### src/rtl/vic_pkg.sv
package vic_pkg;
  localparam int NREQ   = 14;
  localparam int SLOT_W = 5;
  localparam logic [SLOT_W-1:0] SLOT_BOOT = 5'd0;
  localparam logic [SLOT_W-1:0] SLOT_BRK  = 5'd16;

  // request bit positions (their order is the priority order)
  localparam int RB_RX1 = 0;
  localparam int RB_TX1 = 1;
  localparam int RB_X0  = 2;
  localparam int RB_X1  = 3;
  localparam int RB_KEY = 4;
  localparam int RB_C0  = 5;
  localparam int RB_C1  = 6;
  localparam int RB_TMX = 7;
  localparam int RB_TMY = 8;
  localparam int RB_TMZ = 9;
  localparam int RB_TMA = 10;
  localparam int RB_SR2 = 11;
  localparam int RB_ADC = 12;
  localparam int RB_TM1 = 13;

  localparam logic [2:0] A_REQ_LO = 3'd0;
  localparam logic [2:0] A_REQ_HI = 3'd1;
  localparam logic [2:0] A_EN_LO  = 3'd2;
  localparam logic [2:0] A_EN_HI  = 3'd3;
  localparam logic [2:0] A_CFG    = 3'd4;

  localparam logic [7:0] CFG_MASK = 8'h8F;
  localparam int CFG_KEY_EXCL = 7;

  // vector pair address: two bytes per slot, counting down from the top
  function automatic logic [15:0] slot_vector(input logic [15:0] top,
                                              input logic [SLOT_W-1:0] slot);
    return top - {10'd0, slot, 1'b0};
  endfunction

  // slot of the lowest active request bit, 0 if none
  function automatic logic [SLOT_W-1:0] first_req(input logic [NREQ-1:0] act);
    logic [SLOT_W-1:0] r;
    r = '0;
    for (int i = NREQ - 1; i >= 0; i--) begin
      if (act[i]) r = SLOT_W'(i + 1);
    end
    return r;
  endfunction
endpackage

### src/rtl/vic_edge_det.sv
module vic_edge_det #(
  parameter int SYNC_STAGES = 2
) (
  input  logic clk,
  input  logic rst_n,
  input  logic pin,
  input  logic rise_sel,
  output logic hit
);
  logic [SYNC_STAGES-1:0] sync_q;
  logic active_lvl;
  logic active_q;

  always_ff @(posedge clk or negedge rst_n) begin
    if (!rst_n) begin
      sync_q <= '0;
    end else begin
      sync_q[0] <= pin;
      for (int k = 1; k < SYNC_STAGES; k++) sync_q[k] <= sync_q[k-1];
    end
  end

  // level that the selected edge ends on; a rise of it is an event
  assign active_lvl = rise_sel ? sync_q[SYNC_STAGES-1] : ~sync_q[SYNC_STAGES-1];

  always_ff @(posedge clk or negedge rst_n) begin
    if (!rst_n) active_q <= 1'b1;
    else        active_q <= active_lvl;
  end

  assign hit = active_lvl & ~active_q;
endmodule

### src/rtl/vic_key_wake.sv
module vic_key_wake #(
  parameter int KEY_W       = 8,
  parameter int SYNC_STAGES = 2
) (
  input  logic             clk,
  input  logic             rst_n,
  input  logic [KEY_W-1:0] key_pin,
  input  logic [KEY_W-1:0] key_out_en,
  input  logic             excl_pin0,
  output logic             hit
);
  logic [KEY_W-1:0] sync_q [SYNC_STAGES];
  logic [KEY_W-1:0] ignore_mask;
  logic             and_lvl;
  logic             and_q;

  always_ff @(posedge clk or negedge rst_n) begin
    if (!rst_n) begin
      for (int k = 0; k < SYNC_STAGES; k++) sync_q[k] <= '1;
    end else begin
      sync_q[0] <= key_pin;
      for (int k = 1; k < SYNC_STAGES; k++) sync_q[k] <= sync_q[k-1];
    end
  end

  assign ignore_mask = key_out_en | {{(KEY_W-1){1'b0}}, excl_pin0};
  assign and_lvl     = &(sync_q[SYNC_STAGES-1] | ignore_mask);

  always_ff @(posedge clk or negedge rst_n) begin
    if (!rst_n) and_q <= 1'b1;
    else        and_q <= and_lvl;
  end

  assign hit = and_q & ~and_lvl;
endmodule

### src/rtl/vic_reqbank.sv
module vic_reqbank
  import vic_pkg::*;
(
  input  logic            clk,
  input  logic            rst_n,
  input  logic [NREQ-1:0] hw_set,
  input  logic [NREQ-1:0] acc_clr,
  input  logic            reg_wr,
  input  logic [2:0]      reg_addr,
  input  logic [7:0]      reg_wdata,
  output logic [NREQ-1:0] sw_clr,
  output logic [NREQ-1:0] req_q,
  output logic [NREQ-1:0] en_q,
  output logic [7:0]      cfg_q
);
  localparam int HI_W = NREQ - 8;

  logic [15:0] clr16;

  always_comb begin
    clr16 = '0;
    if (reg_wr && reg_addr == A_REQ_LO) clr16[7:0]  = ~reg_wdata;
    if (reg_wr && reg_addr == A_REQ_HI) clr16[15:8] = ~reg_wdata;
  end
  assign sw_clr = clr16[NREQ-1:0];

  always_ff @(posedge clk or negedge rst_n) begin
    if (!rst_n) req_q <= '0;
    else        req_q <= (req_q & ~sw_clr & ~acc_clr) | hw_set;
  end

  always_ff @(posedge clk or negedge rst_n) begin
    if (!rst_n) begin
      en_q  <= '0;
      cfg_q <= '0;
    end else if (reg_wr) begin
      if (reg_addr == A_EN_LO) en_q[7:0]    <= reg_wdata;
      if (reg_addr == A_EN_HI) en_q[NREQ-1:8] <= reg_wdata[HI_W-1:0];
      if (reg_addr == A_CFG)   cfg_q        <= reg_wdata & CFG_MASK;
    end
  end
endmodule

### src/rtl/vic_prio.sv
module vic_prio
  import vic_pkg::*;
(
  input  logic              boot_pend,
  input  logic [NREQ-1:0]   act,
  input  logic              brk_req,
  output logic              pend,
  output logic [SLOT_W-1:0] slot
);
  always_comb begin
    if (boot_pend)     slot = SLOT_BOOT;
    else if (|act)     slot = first_req(act);
    else if (brk_req)  slot = SLOT_BRK;
    else               slot = SLOT_BOOT;
  end
  assign pend = boot_pend | (|act) | brk_req;
endmodule

### src/rtl/vic_top.sv
module vic_top
  import vic_pkg::*;
#(
  parameter int          SYNC_STAGES = 2,
  parameter int          KEY_W       = 8,
  parameter logic [15:0] VEC_TOP     = 16'hFFFC
) (
  input  logic             clk,
  input  logic             rst_n,
  input  logic [8:0]       chip_evt,
  input  logic             pin_x0,
  input  logic             pin_x1,
  input  logic             pin_c0,
  input  logic             pin_c1,
  input  logic [KEY_W-1:0] key_pin,
  input  logic [KEY_W-1:0] key_out_en,
  input  logic             brk_req,
  input  logic [2:0]       reg_addr,
  input  logic             reg_wr,
  input  logic [7:0]       reg_wdata,
  output logic [7:0]       reg_rdata,
  input  logic             flag_wr,
  input  logic             flag_wdata,
  output logic             flag_q,
  input  logic             irq_ack,
  output logic             irq_pending,
  output logic [15:0]      irq_vec,
  output logic [4:0]       irq_slot
);
  localparam int NPIN = 4;

  logic [NPIN-1:0]   ext_pins;
  logic [NPIN-1:0]   pin_hit;
  logic              key_hit;
  logic [NREQ-1:0]   hw_set;
  logic [NREQ-1:0]   sw_clr;
  logic [NREQ-1:0]   acc_clr;
  logic [NREQ-1:0]   req_q;
  logic [NREQ-1:0]   en_q;
  logic [NREQ-1:0]   act;
  logic [7:0]        cfg_q;
  logic              boot_pend;
  logic              acc_fire;
  logic [SLOT_W-1:0] win_slot;
  logic [15:0]       req16;
  logic [15:0]       en16;

  assign ext_pins = {pin_c1, pin_c0, pin_x1, pin_x0};

  for (genvar g = 0; g < NPIN; g++) begin : g_pin
    vic_edge_det #(.SYNC_STAGES(SYNC_STAGES)) u_edge (
      .clk      (clk),
      .rst_n    (rst_n),
      .pin      (ext_pins[g]),
      .rise_sel (cfg_q[g]),
      .hit      (pin_hit[g])
    );
  end

  vic_key_wake #(.KEY_W(KEY_W), .SYNC_STAGES(SYNC_STAGES)) u_key (
    .clk        (clk),
    .rst_n      (rst_n),
    .key_pin    (key_pin),
    .key_out_en (key_out_en),
    .excl_pin0  (cfg_q[CFG_KEY_EXCL]),
    .hit        (key_hit)
  );

  always_comb begin
    hw_set         = '0;
    hw_set[RB_RX1] = chip_evt[0];
    hw_set[RB_TX1] = chip_evt[1];
    hw_set[RB_X0]  = pin_hit[0];
    hw_set[RB_X1]  = pin_hit[1];
    hw_set[RB_KEY] = key_hit;
    hw_set[RB_C0]  = pin_hit[2];
    hw_set[RB_C1]  = pin_hit[3];
    hw_set[RB_TMX] = chip_evt[2];
    hw_set[RB_TMY] = chip_evt[3];
    hw_set[RB_TMZ] = chip_evt[4];
    hw_set[RB_TMA] = chip_evt[5];
    hw_set[RB_SR2] = chip_evt[6];
    hw_set[RB_ADC] = chip_evt[7];
    hw_set[RB_TM1] = chip_evt[8];
  end

  vic_reqbank u_bank (
    .clk       (clk),
    .rst_n     (rst_n),
    .hw_set    (hw_set),
    .acc_clr   (acc_clr),
    .reg_wr    (reg_wr),
    .reg_addr  (reg_addr),
    .reg_wdata (reg_wdata),
    .sw_clr    (sw_clr),
    .req_q     (req_q),
    .en_q      (en_q),
    .cfg_q     (cfg_q)
  );

  assign act = req_q & en_q & {NREQ{~flag_q}};

  vic_prio u_prio (
    .boot_pend (boot_pend),
    .act       (act),
    .brk_req   (brk_req),
    .pend      (irq_pending),
    .slot      (win_slot)
  );

  assign acc_fire = irq_ack & irq_pending;

  for (genvar i = 0; i < NREQ; i++) begin : g_clr
    assign acc_clr[i] = acc_fire && (win_slot == SLOT_W'(i + 1));
  end

  always_ff @(posedge clk or negedge rst_n) begin
    if (!rst_n)        flag_q <= 1'b1;
    else if (acc_fire) flag_q <= 1'b1;
    else if (flag_wr)  flag_q <= flag_wdata;
  end

  always_ff @(posedge clk or negedge rst_n) begin
    if (!rst_n)                                  boot_pend <= 1'b1;
    else if (acc_fire && win_slot == SLOT_BOOT)  boot_pend <= 1'b0;
  end

  assign irq_slot = win_slot;
  assign irq_vec  = slot_vector(VEC_TOP, win_slot);

  assign req16 = {{(16-NREQ){1'b0}}, req_q};
  assign en16  = {{(16-NREQ){1'b0}}, en_q};

  always_comb begin
    case (reg_addr)
      A_REQ_LO: reg_rdata = req16[7:0];
      A_REQ_HI: reg_rdata = req16[15:8];
      A_EN_LO:  reg_rdata = en16[7:0];
      A_EN_HI:  reg_rdata = en16[15:8];
      A_CFG:    reg_rdata = cfg_q;
      default:  reg_rdata = 8'h00;
    endcase
  end
endmodule

### config.mk
export PLATFORM = sky130hd
export DESIGN_NAME = vic_top
export DESIGN_NICKNAME = d
export VERILOG_FILES = /design/src/rtl/vic_pkg.sv /design/src/rtl/vic_edge_det.sv /design/src/rtl/vic_key_wake.sv /design/src/rtl/vic_reqbank.sv /design/src/rtl/vic_prio.sv /design/src/rtl/vic_top.sv
export SDC_FILE = /design/constraint.sdc
export NUM_CORES = 1
export LEC_CHECK = 0
export BUFFER_PORTS_ARGS = -buffer_cell sky130_fd_sc_hd__buf_2
export CORE_UTILIZATION = 47
export DETAILED_ROUTE_END_ITERATION = 16
export HOLD_SLACK_MARGIN = 0.12
export PLACE_DENSITY_LB_ADDON = 0.12
export RECOVER_POWER = 100
export SLEW_MARGIN = 30
export SYNTH_ARGS = -nofsm -noshare
export SYNTH_HDL_FRONTEND = slang
export SYNTH_SLANG_ARGS = --single-unit
export TNS_END_PERCENT = 1
### constraint.sdc
create_clock -name clk -period 2.2 [get_ports clk]
set_input_delay 0.11 -clock clk [delete_from_list [all_inputs] [get_ports clk]]
set_output_delay 0.11 -clock clk [all_outputs]
set_load 0.01 [all_outputs]
==> results by stage, run 1 <==
Status:
- The run finished, with violations left.
- The checks that failed: capacitance limit, slew limit, setup timing.

Logic synthesis:
- In the synthesized netlist the async set-or-reset flop fraction comes to 1.00.
- In the synthesized netlist, the number of instances is 255.
- The most used flip-flop cell after synthesis is dfrtp_1.
- Yosys attributes the largest share of cell area to dfrtp_1 (34%), dfstp_2 (20%), mux2_2 (8.6%).
- By instance count, the leading cell after synthesis is dfrtp_1.
- The warning count from the yosys run is 0.
- In this run, synthesis produced a sequential element count of 64.
- Summing every instance area after synthesis gives 0.00301 sq mm.
- The count of flip-flops with a built-in enable after synthesis is 0.
- The area fraction of the dominant cell type after synthesis is 0.341.
- Averaged over all synthesized cells, the footprint is 11.8 sq um.
- For this run, the register share of the synthesized area comes to 0.541.
- The synthesized netlist contains 50 unique library cells.
- By count the netlist is led by dfrtp_1 (41), nand2_1 (24), dfstp_2 (23), mux2_2 (23), buf_4 (12).
- The cell taking the most area after synthesis is dfrtp_1.

Global routing:
- The number of antenna violations at the first check in global routing is 0.
- For this run, global-route usage on met3 was measured as 0.0611.
- After global routing, the most crowded layer is met2.
- The largest net degree at the start of global routing is 65.
- The first-pass GRT wire length is 12600 microns.
- The routing usage on met1 is 0.354.
- The number of global-route vias before repair is 2485.
- The met2 track demand over resource in global routing is 0.405.
- The total overflow left after global routing is 0.
- The total track usage is 0.264.

Layout:
- Compared with the post-synthesis result, the final layout area differs by 43.9%.
- The number of filler cells placed in the layout is 465.
- For this run, the share of the core covered by cells in the final layout is 0.716.
- Excluding fillers, the count of instances in the completed layout stands at 470.
- Once layout is done, the placed cells without fillers occupy 0.00434 sq mm.
- The share of cells above drive strength 1 is 0.486.
- The diode insertion count for antenna repair is 0.
- At the end of the flow, the number of nets in the layout was 442.

Drt:
- The pre-antenna-repair detailed-routing pass consisted of 4 iterations.
- In the routed design, unresolved DRC markers number 0.
- The total number of vias is 2561.
- Dividing the detail-routed via count by the number of cells gives 5.45.
- In this run the remaining antenna-violating nets after routing total 0.
- The final layout contains routed wiring with a total length of 8220 microns.
- The average detailed-routed wire length per instance is 17.5 microns.
- The number of DRC violations after detailed-routing iteration 0 is 178.

STA:
- The final worst-path setup slack is -276 ps.
- The clock period minus final worst setup slack is 2480 ps.
- Dividing the final minimum period by the clock period gives 1.13.
- The worst slew margin relative to its limit is -0.0125.
- Setup violations remaining at the end of the flow were counted as 18.
- The worst clock skew is 4.79 ps.
- The count of pins over their slew limit is 65.
- The final hold violation count was 0.
- At the pin with the least slew margin, the transition time is 1520 ps.
- Setup repair after global routing could not meet its margin everywhere.
- In the final timing run, aggregate negative setup slack is -1580 ps.
- The achievable clock frequency is 404 MHz.

Worst setup path:
- The critical path in this run is classified as reg2out.
- The reg-to-reg critical path startpoint is flag_q$_DFFE_PN1P_.
- The required time of the critical path is 2090 ps.
- The endpoint class of the critical path is a primary output.
- In this run the worst setup path terminates at irq_pending.
- The register-to-register path setup slack is -50 ps.
- The family with the most delay on the worst path is simple AND/OR/NAND/NOR gates.
- The maximum fanout encountered on the critical timing path is 6.
- The number of cells traversed by the worst register-to-register path is 12.
- In this run the worst setup path begins at flag_q$_DFFE_PN1P_.
- The worst setup path is launched from a flop.
- The library cell contributing the largest single delay on the critical path is dfstp_2.
- Data arrives at the worst endpoint at 2370 ps.
- The end of the worst register-to-register path is u_bank.req_q[6]$_DFF_PN0_.
- Walking the worst path, the cells encountered are and3b_2 > a211oi_4 > or4b_4 > or3_4 > buf_6.
- The largest single stage delay on the critical path is 600 ps.
- The critical path depth in cells is 5.
- The total buffers and inverters traversed by the critical path is 1.

CTS:
- The master cell of the clock root buffer is clkbuf_8.
- The clock tree from TritonCTS is built.
- The CTS buffer count is 9.
- After clock tree synthesis, the clock-pin slew on the worst setup and hold paths is 80 ps.
- The TritonCTS sink count is 64.
- The number of H-tree branching levels is 3.
- The clock latency at the later pin of the worst-skew pair is 350 ps.
- The maximum clock insertion buffer count is 2.

Floorplan:
- During I/O placement, the number of pins put on the boundary was 78.
- The overall die height is 82.1 microns.
- The die covers 0.00673 sq mm.
- Row generation in the floorplan step produced 28 rows.
- The floorplan die width is 82.1 microns.
- The core area is 0.00606 sq mm.
- For this configuration, the core starts out at a cell density of 0.497.

Min path:
- The tightest min-delay check is of the in2reg type.
- The worst hold path was traced through 3 stages.

Place:
- Buffers placed on the I/O ports in this run total 66.
- The post-detailed-placement cell area is 0.00355 sq mm.
- The count of placed standard cells including taps is 410.
- Detailed placement ended at an HPWL of 5430 microns.
- The worst-case setup slack after placement is -112 ps.
- The placer's final routability congestion estimate is 0.902.

Run:
- The tool flagged a number of max-cap violations equal to 1.

Pwr:
- The leakage power is 1.91 nW.
- The total power density per cell area is 899 mW/mm^2.
- VDD sags by at most 548 uV.
==> what timing repair did <==
action                                  4_1_cts  5_1_grt
endpoints found under the hold margin       110        0
buffers inserted                              7        1
endpoints found under the setup margin       21       27
hold buffers                                 36        0
pin swaps                                    10        5
gates resized for setup                      28       13
==> worst register-to-register path, cell delays in order (launching register included) <==
cell and delay (ps):
dfstp_2 600, buf_6 130, buf_6 90, nor2_2 40
a311oi_2 220, nor3_2 90, o21a_1 220, buf_4 150
buf_4 130, ha_1 200, nand2_2 110, o221ai_1 130
nand2_1 100
==> sequential cells by signal (all words and copies together), names as in the netlist, 4 cells and up <==
signal                 count
g_pin.u_edge.sync_q        8
u_key.sync_q              16
u_bank.cfg_q               5
u_bank.en_q               14
g_pin.u_edge.active_q      4
u_bank.req_q              14
==> report_power, final <==
group / leakage, nW / switching [mW] / internal, mW
clock network: 0.104 / 0.491 / 0.523
registers: 0.693 / 0.137 / 1.37
logic: 1.11 / 0.659 / 0.716
total: 1.91 / 1.29 / 2.61
==> routing by layer <==
| layer | share of wire | wire [microns] | vias to the layer above |
|---|---|---|---|
| li1 | - | - | 1188 |
| met1 | 0.43 | 3540 | 1257 |
| met2 | 0.49 | 4020 | 99 |
| met3 | 0.061 | 499 | 17 |
| met4 | 0.020 | 165 | 0 |
| met5 | 0 | 0 | - |
==> cells by family (layout without fill, tap and decap cells) <==
| kind of cell | after synthesis | in the layout | share of synthesized area |
|---|---|---|---|
| AOI/OAI and AO/OA | 57 | 57 | 0.141 |
| xor gates and xnor gates | 5 | 5 | 0.0145 |
| adders and majority gates | 5 | 5 | 0.0208 |
| buffers and inverters | 21 | 152 | 0.0415 |
| DFF | 64 | 64 | 0.541 |
| muxes | 28 | 28 | 0.111 |
| other | 2 | 11 | 0.00249 |
| and+or+nand+nor | 73 | 73 | 0.128 |
==> area by class of cell <==
class	count	area (sq um)	share of cell area
Tap cell	75	93.8	0.0216
Timing Repair Buffer	134	962	0.222
Inverter	2	7.51	0.00173
Multi-Input combinational cell	179	1450	0.334
Clock inverter	7	68.8	0.0159
Sequential cell	64	1630	0.376
Clock buffer	9	124	0.0286
==> worst min-delay path by stage <==
stage                     startpoint                                  end  slack [ps]
after global placement         rst_n  g_pin[2].u_edge.sync_q[0]$_DFF_PN0_         140
after floorplan                rst_n  g_pin[0].u_edge.sync_q[0]$_DFF_PN0_        -190
final                        brk_req                   flag_q$_DFFE_PN1P_         150
after detailed placement       rst_n  g_pin[2].u_edge.sync_q[1]$_DFF_PN0_         150
after CTS                    brk_req                   flag_q$_DFFE_PN1P_         130
after global routing         brk_req                   flag_q$_DFFE_PN1P_         170
==> metrics by stage <==
stage / power, mW / hold WS (ps)
global route: 4.11 / 166
detailed placement: 2.59 / 150
CTS: 3.83 / 133
global placement: 2.57 / 143
floorplan: 2.14 / -186
finish: 3.90 / 148
==> cells in the final DEF, fill, tap and decap left out, types with 8 or more instances in the layout <==
master / instances
dlygate4sd3_1: 36
buf_2: 63
nand2b_1: 10
nor2_1: 8
conb_1: 11
dfstp_2: 23
dfrtp_1: 41
a22oi_1: 9
buf_6: 8
buf_4: 25
nand2_1: 20
clkbuf_8: 9
o221ai_1: 9
mux2_2: 23
(Power assumes the default switching activity.)
==> run 2, diff against run 1 <==
- CORE_UTILIZATION: 47 -> 53
- clock period: 2.2 -> 2.75 ns (I/O delays scaled with it)
==> run 2 against run 1 <==
  * The run now ends clean
  * Die area down 11%
  * Count of clock-buffer cells in the layout up 3
  * Non-clock buffer count down 30
  * Global-route usage up 1.3 points
  * First-iteration DRC count up 15%
  * Sequential power down 20%
  * Total power down 27%
  * Combinational power down 41%
  * Cell count down 7.0%
  * Highest routed layer unchanged
  * Register-to-register slack better by 410 ps
  * Flip-flop and latch count unchanged
  * Critical path type unchanged
  * Sequential share of layout area up 3.6 points
  * Critical endpoint unchanged
==> results by stage, run 2 (synthesized netlist as in run 1, its figures left out) <==
STA:
- The share of the clock period used by the worst path after layout is 0.963.
- The worst slew margin relative to its limit was 0.202 (+0.214).
- The final hold violation count was 0 (unchanged).
- The final hold slack is 161 ps (+12.8 ps).
- The smallest clock period supported by the final layout is computed as 2650 ps.
- The count of endpoints failing setup in the final report is 0 (-18).
- The worst clock skew is 7.46 ps (+2.66 ps).
- The final worst-path setup slack was 101 ps (+377 ps).
- The final-layout setup total negative slack is 0 ps (+1580 ps).
- The count of pins over their slew limit is 0 (-100%).
- The actual slew at the worst max-slew pin was 1200 ps (-321 ps).
- Static timing analysis puts the maximum clock frequency at 378 MHz.

Worst setup path:
- By startpoint and endpoint, the worst setup path is classified as reg2out.
- Among all stages on the critical path, the largest delay is contributed by dfstp_2.
- Following the worst setup path forward leads to its endpoint at irq_pending.
- The number of cells traversed by the worst register-to-register path came to 5 (-7).
- The worst setup path is captured at a primary output.
- The critical path startpoint is flag_q$_DFFE_PN1P_.
- The element type at the critical path start is a flop.
- The highest cell delay on the worst timing path is 580 ps (-20 ps).
- The data arrival time of the worst path was 2510 ps (+140 ps).
- The register-to-register path setup slack is 360 ps (+410 ps).
- The signal on the critical path passes through and3b_1 > a211oi_4 > or4b_4 > or3_4 > buf_2.
- Among cell families on the critical path, the largest total delay comes from simple AND/OR/NAND/NOR gates.
- The reg-to-reg critical path startpoint is flag_q$_DFFE_PN1P_.
- The critical path depth in cells was 5 (unchanged).
- The total buffers and inverters traversed by the critical path is 1 (unchanged).
- The maximum fanout encountered on the critical timing path is 6 (unchanged).
- The required time of the critical path is 2610 ps (+520 ps).
- The end of the worst register-to-register path is flag_q$_DFFE_PN1P_.

Floorplan:
- The floorplan die width was 77.4 microns (-5.7%).
- The number of rows in the core area is 27 (-3.6%).
- The number of primary I/O pins is 78 (unchanged).
- The core area is 0.00551 sq mm (-9.1%).
- The starting utilization of the core area is 0.547 (+0.0500).
- The overall die height is 77.4 microns (-5.7%).
- The die outline area came to 0.00599 sq mm (-11%).

Layout:
- The largest registers in the layout are u_key.sync_q (16), u_bank.en_q (14), u_bank.req_q (14).
- The flip-flop count of the largest register, all copies and words added came to 16 (unchanged).
- The library cell used most frequently in the layout, excluding fill and tap cells, is buf_2.
- The utilization of the core after routing is 0.719 (+0.00363).
- The share of cells above drive strength 1 was 0.384 (-0.103).
- The total area of multi-input combinational cells is 0.00133 sq mm (-8.5%).
- In the layout the commonest cells are buf_2 (62), dfrtp_1 (41), dlygate4sd3_1 (35).
- The final cell count without fillers was 437 (-7.0%).
- The number of nets in the layout is 412 (-6.8%).
- The number of filler cells placed in the layout is 417 (-10%).
- The synthesis-to-layout area growth is 31.4%.
- The diode insertion count for antenna repair was 0 (unchanged).
- Ranked by flip-flop count, first place goes to u_key.sync_q.
- The flip-flop and latch area is 0.00163 sq mm (unchanged).

Drt:
- The number of DRC violations after detailed-routing iteration 0 is 204 (+15%).
- The average detailed-routed wire length per instance was 17.5 microns (+0.22%).
- The final wirelength came to 7660 microns (-6.8%).
- The post-detailed-route DRC marker count was 0 (unchanged).
- The via density per instance was 5.63 (+3.3%).
- The total number of vias is 2460 (-3.9%).
- The remaining antenna violation count is 0 (unchanged).
- The first-pass iteration count of the detailed router is 4 (unchanged).

CTS:
- The master cell of the clock root buffer is clkbuf_8.
- The maximum clock insertion buffer count is 2 (unchanged).
- The number of H-tree branching levels was 3 (unchanged).
- The clock-pin slew on the worst setup and hold paths is 70 ps (about the same).
- TritonCTS built the clock tree.
- The clock latency at the later pin of the worst-skew pair is 350 ps (about the same).
- The CTS buffer count is 9 (unchanged).
- The TritonCTS sink count is 64 (unchanged).

Pwr:
- The leakage power is 1.71 nW (-10%).
- The total power density per cell area came to 719 mW/mm^2 (-20%).
- The worst-case vdd ir drop is 559 uV (+2.0%).

Global routing:
- The number of antenna violations at the first check in global routing was 0 (unchanged).
- The total track usage is 0.277 (+0.0129).
- The remaining global-route overflow is 0 (unchanged).
- The largest net degree at the start of global routing was 49 (-25%).
- The number of global-route vias before repair came to 2446 (-1.6%).
- The first-pass GRT wire length came to 12200 microns (-3.5%).

Place:
- The number of buffers inserted by port buffering came to 66 (unchanged).
- The estimated wirelength of the detail-placed design is 5120 microns (-5.8%).
- The worst-case setup slack after placement is 313 ps (+425 ps).
- The placer's final routability congestion estimate is 0.843 (-6.5%).
- The count of placed standard cells including taps was 385 (-6.1%).

Status:
- The flow ran to the end, and the final reports show no timing, DRC or antenna violations.

Run:
- The number of max-capacitance violations reported is 0 (-1).

Min path:
- In this run the worst hold path is classified as in2reg.
- The number of cells on the worst hold path was 3 (unchanged).
-- run 2: through the flow --
stage | cell area [sq um] | power (mW)
finish | 3960 | 2.85
global route | 3960 | 3.00
CTS | 3930 | 2.83
detailed placement | 3370 | 1.96
global placement | 3360 | 1.94
floorplan | 3050 | 1.71
-- run 2: layer usage --
metal	track usage	wire length, microns	part of all wire
met4	0.140	252	0.033
met5	0	0	0
met2	0.440	3710	0.48
met1	0.350	3140	0.41
met3	0.0729	560	0.073
-- run 2: power breakdown --
part | switching [mW] | internal, mW | leakage [nW] | total, mW
registers | 0.115 | 1.10 | 0.693 | 1.21
logic | 0.425 | 0.384 | 0.916 | 0.809
clock network | 0.385 | 0.442 | 0.104 | 0.828
total | 0.925 | 1.92 | 1.71 | 2.85
-- run 2: tightest hold or removal path: stages --
cell     delay, ps
buf_2          100
or3_4          120
a221o_1        120
-- run 2: final cells by class --
cell class,count,share of cell area
Clock buffer,12,0.0449
Clock inverter,4,0.00790
Inverter,2,0.00190
Multi-Input combinational cell,179,0.335
Sequential cell,64,0.412
Tap cell,72,0.0227
Timing Repair Buffer,104,0.176
-- run 2: worst min-delay path by stage --
stage / to / startpoint / slack [ps]
after global placement: u_key.sync_q[9]$_DFF_PN1_ / key_pin[1] / 240
after floorplan: g_pin[0].u_edge.sync_q[0]$_DFF_PN0_ / rst_n / -160
after CTS: flag_q$_DFFE_PN1P_ / brk_req / 150
final: flag_q$_DFFE_PN1P_ / brk_req / 160
after detailed placement: u_bank.req_q[12]$_DFF_PN0_ / rst_n / 190
after global routing: flag_q$_DFFE_PN1P_ / brk_req / 190
-- run 2: timing repair --
item,4_1_cts,5_1_grt
setup buffers,0,1
endpoints found under the hold margin,84,0
resized for setup,2,5
setup endpoints to repair,1,3
hold buffers,35,0
